[config.mk]
export PLATFORM = sky130hd
export DESIGN_NAME = dbgx_entry
export DESIGN_NICKNAME = d
export VERILOG_FILES = /design/src/rtl/dbgx_pkg.sv /design/src/rtl/dbgx_arbiter.sv /design/src/rtl/dbgx_status.sv /design/src/rtl/dbgx_entry.sv
export SDC_FILE = /design/constraint.sdc
export NUM_CORES = 1
export LEC_CHECK = 0
export CAP_MARGIN = 10
export CORE_MARGIN = 4
export CORE_UTILIZATION = 37
export DETAILED_ROUTE_END_ITERATION = 6
export HOLD_SLACK_MARGIN = 0.15
export PLACE_DENSITY = 0.9
export SLEW_MARGIN = 0
export SYNTH_ARGS = -nofsm -noshare
export SYNTH_HDL_FRONTEND = slang
export SYNTH_SLANG_ARGS = --single-unit
[constraint.sdc]
create_clock -name clk -period 2.2 [get_ports clk]
set_input_delay 0.44 -clock clk [delete_from_list [all_inputs] [get_ports clk]]
set_output_delay 0.44 -clock clk [all_outputs]
set_load 0.05 [all_outputs]
[src/rtl/dbgx_pkg.sv]
package dbgx_pkg;

    localparam int NUM_EV  = 10;
    localparam int IDX_W   = $clog2(NUM_EV);
    localparam int CAUSE_W = 8;
    localparam int CODE_W  = 5;

    // request bit index equals priority rank (0 = highest)
    typedef enum logic [IDX_W-1:0] {
        EV_SWBP    = 4'd0,
        EV_EXEC    = 4'd1,
        EV_DBRK_AO = 4'd2,
        EV_DADDR   = 4'd3,
        EV_TLB_RF  = 4'd4,
        EV_TLB_INV = 4'd5,
        EV_TLB_MOD = 4'd6,
        EV_CACHE   = 4'd7,
        EV_BUS     = 4'd8,
        EV_DBRK_LD = 4'd9
    } ev_e;

    // 1 = re-enter handler, 0 = ignore
    localparam logic [NUM_EV-1:0] REENTER_MASK = 10'b01_1111_1011;

    typedef struct packed {
        logic                   hit;
        logic [IDX_W-1:0]       idx;
    } grant_t;

    typedef struct packed {
        logic                   dslot;
        logic [CAUSE_W-1:0]     cause;
        logic [CODE_W-1:0]      code;
    } dstat_t;

    function automatic logic [CODE_W-1:0] ev_code(input logic [IDX_W-1:0] idx);
        logic [CODE_W-1:0] c;
        case (ev_e'(idx))
            EV_SWBP:    c = 5'd9;
            EV_EXEC:    c = 5'd10;
            EV_DADDR:   c = 5'd4;
            EV_TLB_RF:  c = 5'd2;
            EV_TLB_INV: c = 5'd3;
            EV_TLB_MOD: c = 5'd1;
            EV_CACHE:   c = 5'd30;
            EV_BUS:     c = 5'd7;
            default:    c = 5'd0;
        endcase
        return c;
    endfunction

endpackage

[src/rtl/dbgx_arbiter.sv]
module dbgx_arbiter
    import dbgx_pkg::*;
#(
    parameter int N = NUM_EV,
    parameter logic [N-1:0] MASK = REENTER_MASK,
    localparam int IW = (N > 1) ? $clog2(N) : 1
) (
    input  logic [N-1:0]  req,
    output logic          hit,
    output logic [IW-1:0] idx
);
    logic [N-1:0] elig;
    logic [N-1:0] first;
    logic [N:0]   seen;

    assign seen[0] = 1'b0;

    for (genvar g = 0; g < N; g++) begin : g_pri
        assign elig[g]    = req[g] & MASK[g];
        assign first[g]   = elig[g] & ~seen[g];
        assign seen[g+1]  = seen[g] | elig[g];
    end

    assign hit = seen[N];

    always_comb begin
        idx = '0;
        for (int i = 0; i < N; i++) begin
            if (first[i]) idx = idx | IW'(i);
        end
    end

endmodule

[src/rtl/dbgx_status.sv]
module dbgx_status
    import dbgx_pkg::*;
#(
    parameter int PC_W = 32
) (
    input  logic                clk,
    input  logic                rst,
    input  logic                hit,
    input  logic [IDX_W-1:0]    idx,
    input  logic [PC_W-1:0]     pc,
    input  logic [PC_W-1:0]     branch_pc,
    input  logic                in_dslot,
    input  logic [CAUSE_W-1:0]  cause_set,
    output logic [PC_W-1:0]     depc,
    output dstat_t              stat,
    output logic                redirect
);
    always_ff @(posedge clk) begin
        if (rst) begin
            depc     <= '0;
            stat     <= '0;
            redirect <= 1'b0;
        end else if (hit) begin
            depc       <= in_dslot ? branch_pc : pc;
            stat.dslot <= in_dslot;
            stat.cause <= '0;
            stat.code  <= ev_code(idx);
            redirect   <= 1'b1;
        end else begin
            stat.cause <= stat.cause | cause_set;
            redirect   <= 1'b0;
        end
    end

    // every entry must leave a nonzero code behind
    assert_code_valid_R7: assert property (@(posedge clk) disable iff (rst)
        redirect |-> (stat.code != '0));

endmodule

[src/rtl/dbgx_entry.sv]
module dbgx_entry
    import dbgx_pkg::*;
#(
    parameter int PC_W = 32
) (
    input  logic                clk,
    input  logic                rst,
    input  logic [NUM_EV-1:0]   ev_req,
    input  logic [PC_W-1:0]     cur_pc,
    input  logic [PC_W-1:0]     br_pc,
    input  logic                in_dslot,
    input  logic [CAUSE_W-1:0]  cause_set,
    output logic                redirect_o,
    output logic [PC_W-1:0]     depc_o,
    output logic                dslot_o,
    output logic [CAUSE_W-1:0]  cause_o,
    output logic [CODE_W-1:0]   exc_code_o
);
    grant_t gnt;
    dstat_t stat;

    dbgx_arbiter #(.N(NUM_EV), .MASK(REENTER_MASK)) u_arb (
        .req (ev_req),
        .hit (gnt.hit),
        .idx (gnt.idx)
    );

    dbgx_status #(.PC_W(PC_W)) u_stat (
        .clk       (clk),
        .rst       (rst),
        .hit       (gnt.hit),
        .idx       (gnt.idx),
        .pc        (cur_pc),
        .branch_pc (br_pc),
        .in_dslot  (in_dslot),
        .cause_set (cause_set),
        .depc      (depc_o),
        .stat      (stat),
        .redirect  (redirect_o)
    );

    assign dslot_o    = stat.dslot;
    assign cause_o    = stat.cause;
    assign exc_code_o = stat.code;

    // ignored-only requests leave every register untouched
    assert_blocked_hold_R2: assert property (@(posedge clk) disable iff (rst)
        ((ev_req & REENTER_MASK) == '0) |=>
            (!redirect_o && $stable(depc_o) && $stable(dslot_o) && $stable(exc_code_o)));

    assert_depc_slot_R4: assert property (@(posedge clk) disable iff (rst)
        (gnt.hit && in_dslot) |=> (depc_o == $past(br_pc) && dslot_o));

    assert_cause_clear_R5: assert property (@(posedge clk) disable iff (rst)
        gnt.hit |=> (cause_o == '0));

    assert_pulse_R8: assert property (@(posedge clk) disable iff (rst)
        (redirect_o && !$past(gnt.hit)) |-> 1'b0);

    assert_swbp_code_R9: assert property (@(posedge clk) disable iff (rst)
        ev_req[0] |=> (exc_code_o == 5'd9));

endmodule

==> flow_summary.yaml <==
status:
  status: "finished, final reports clean"
timing:
  clock.fmax_mhz: 476
  period_share_pct: 95.5
  max_slew_margin_pct: 64.8
  finalClockSkew_ns: 0
  period_minus_slack_ns: 2.10
  hold_violations: 0
  finalMaxSlewViolations: 0
  holdWs_ns: 0.465
  rsz0062_at_grt: "no"
  setup_viol: 0
  worst_pin_slew_ns: 0.527
critical_path:
  cp_data_required_time_ns: 2.38
  cp_slowest_cell: "clkdlybuf4s50_1"
  end_kind: "register"
  slowest_delay_ns: 0.53
  path_cells: "clkdlybuf4s50_1, nor2_1, nor3_1, o21ai_0, ha_1, and3b_1, a32o_1, a211o_1"
  crit_family: "compound AO/OA/AOI/OAI gates"
  critPathLaunchType: "primary input"
  crit_arrival_ns: 2.28
  critPathBufInv: 1
  crit_path_max_fanout: 4
  worst-setup-path-type: "primary input to register"
finish:
  final_layout_size_suffix_gt1_share_pct: 16.9
  seq_area_sq_um: 941
  utilization_pct: 67.1
  fill_cells: 474
  final_nets: 409
  diodes: 0
  multi_input_area_sq_um: 1130
  syn_to_final_growth_pct: 73.0
grt:
  grt_pass1_wl_mm: 9.98
  antenna_found_initial: 0
  grt_usage_pct: 16.7
  grt_start_max_net_pins: 23
  first_global_vias: 2086
  gr-total-overflow: 0
logic_synthesis:
  yosys_warnings: 0
  avgSynthCellArea_sq_um: 12.3
  synth_nets: 267
  syn_inst: 177
  synth.ff_latch_count: 47
  ys_types: 35
  synth_top_cell_by_area: "dfxtp_1"
  ys_seq_area_share_pct: 43.3
  synth_top_cell_area_share_pct: 43.3
  synth_area_sq_um: 2170
  yosys_most_used_dff: "dfxtp_1"
  synth_edf_count: 0
  synth-async-reset-ratio_pct: 0
  synthTopCellsByArea: "dfxtp_1 (43%), mux2i_1 (16%), o2bb2ai_2 (15%), o2bb2ai_1 (4.4%), o21a_1 (3.1%)"
pwr:
  p_leak_nw: 1.51
  total_power_mw: 2.14
  ir_drop_mv: 0.353
  cellPowerDensity_nw_per_um2: 570
floorplanning:
  pin_count: 132
  die_h_microns: 84.7
  rows: 27
  start_util_pct: 38.8
  core_area_sq_um: 5610
  die-area_sq_um: 7170
  die_x_microns: 84.7
cts:
  cts_tree: "built"
  cts_buffers: 5
  postCtsHoldBufs: 0
  cts_root_buffer: "clkbuf_8"
  post_cts_buffers: 0
  ctsResizeCount: 0
  clk_path_buf_depth: 2
  cts_num_sinks: 47
  clkTransAtPathRegs_ns: 0.08
  worstSkewPairLatency_ns: 0.28
  h-tree-depth: 2
detailed_routing:
  wl_mm: 6.00
  drt-initial-drc-count: 47
  wire_per_inst_microns: 15.3
  num_vias: 1910
  drc: 0
  ant_nets: 0
  drtPass1Iterations: 4
  vias_per_cell: 4.87
flow_run:
  cap_violations: 0
hold_path:
  hold_path.class: "register to register"
placed_design:
  dpl.hpwl_mm: 4.87
  port_buffers: 129
  place_congestion: 0.828
==> path summary, 6_finish.rpt <==
kind | cells after the start | startpoint | slack, ns | end
min | 1 | u_stat.stat[6] | 0.47 | u_stat.stat[6]
min reg2reg | 1 | u_stat.stat[6] | 0.47 | u_stat.stat[6]
max | 8 | ev_req[6] | 0.1 | u_stat.stat[0]
max reg2reg | 3 | u_stat.stat[1] | 1.38 | u_stat.stat[1]
==> layer usage <==
metal	wire (microns)	global-route usage (%)	vias to the layer above
met5	0	0	-
met4	84	4.60	0
met3	477	5.59	8
met2	2940	28.4	82
met1	2490	20.1	867
li1	-	-	953
==> Yosys cell counts (2+ instances only) <==
cell / instances
o2bb2ai_2: 22
o21a_1: 9
ha_1: 5
nor2_1: 4
mux2i_1: 34
buf_4: 3
inv_1: 3
o21ai_0: 2
buf_6: 4
nand2_1: 3
dfxtp_1: 47
o2bb2ai_1: 11
nor3_1: 2
clkbuf_1: 6
a21oi_1: 2
==> power by group <==
| group | leakage, nW | switching [mW] | internal, mW |
|---|---|---|---|
| clock network | 0.0612 | 0.272 | 0.368 |
| logic | 1.06 | 0.294 | 0.283 |
| registers | 0.389 | 0.0291 | 0.897 |
| total | 1.51 | 0.595 | 1.55 |
==> sequential cells by signal, indices dropped and copies added (netlist names) <==
register,cells
u_stat.redirect,1
u_stat.depc,32
u_stat.stat,14
==> logic make-up after synthesis <==
group	Yosys count	synth area share (%)
multiplexers	34	15.7
AND/OR/NAND/NOR	19	5.58
adder cells (fa/ha/maj)	5	2.88
buffers and inverters	17	4.89
flip-flops	47	43.3
AO/OA/AOI/OAI	55	27.7
==> through the flow <==
stage | TNS (ns) | setup WS, ns | area, sq um | instances
finish | 0 | 0.0999 | 3760 | 392
global route | 0 | 0.0298 | 3760 | 392
CTS | 0 | 0.108 | 3760 | 392
detailed placement | -4.95 | -0.182 | 3640 | 384
global placement | -2.81 | -0.119 | 3640 | 384
floorplan | 0 | 0.374 | 2170 | 177
==> placed cells by master, fill, tap and decap left out, drive strengths merged, types with 2 or more instances in the layout <==
| cell type | instances |
|---|---|
| nand2 | 3 |
| mux2i | 34 |
| dfxtp | 47 |
| ha | 5 |
| o21a | 9 |
| clkdlybuf4s50 | 128 |
| o21ai | 2 |
| nor2 | 4 |
| nor3 | 2 |
| o2bb2ai | 33 |
| nor4 | 2 |
| a21oi | 2 |
| buf | 21 |
| clkbuf | 6 |
| inv | 3 |
==> cell type report <==
type	instances	share of cell area (%)
inverters	3	0.299
repair buffers	149	39.2
clock buffers	6	2.20
flip-flops and latches	47	25.0
well taps	72	2.40
clock inverters	2	0.931
multi-input cells	113	30.0
Note: power is estimated with default switching activity, not from simulation.
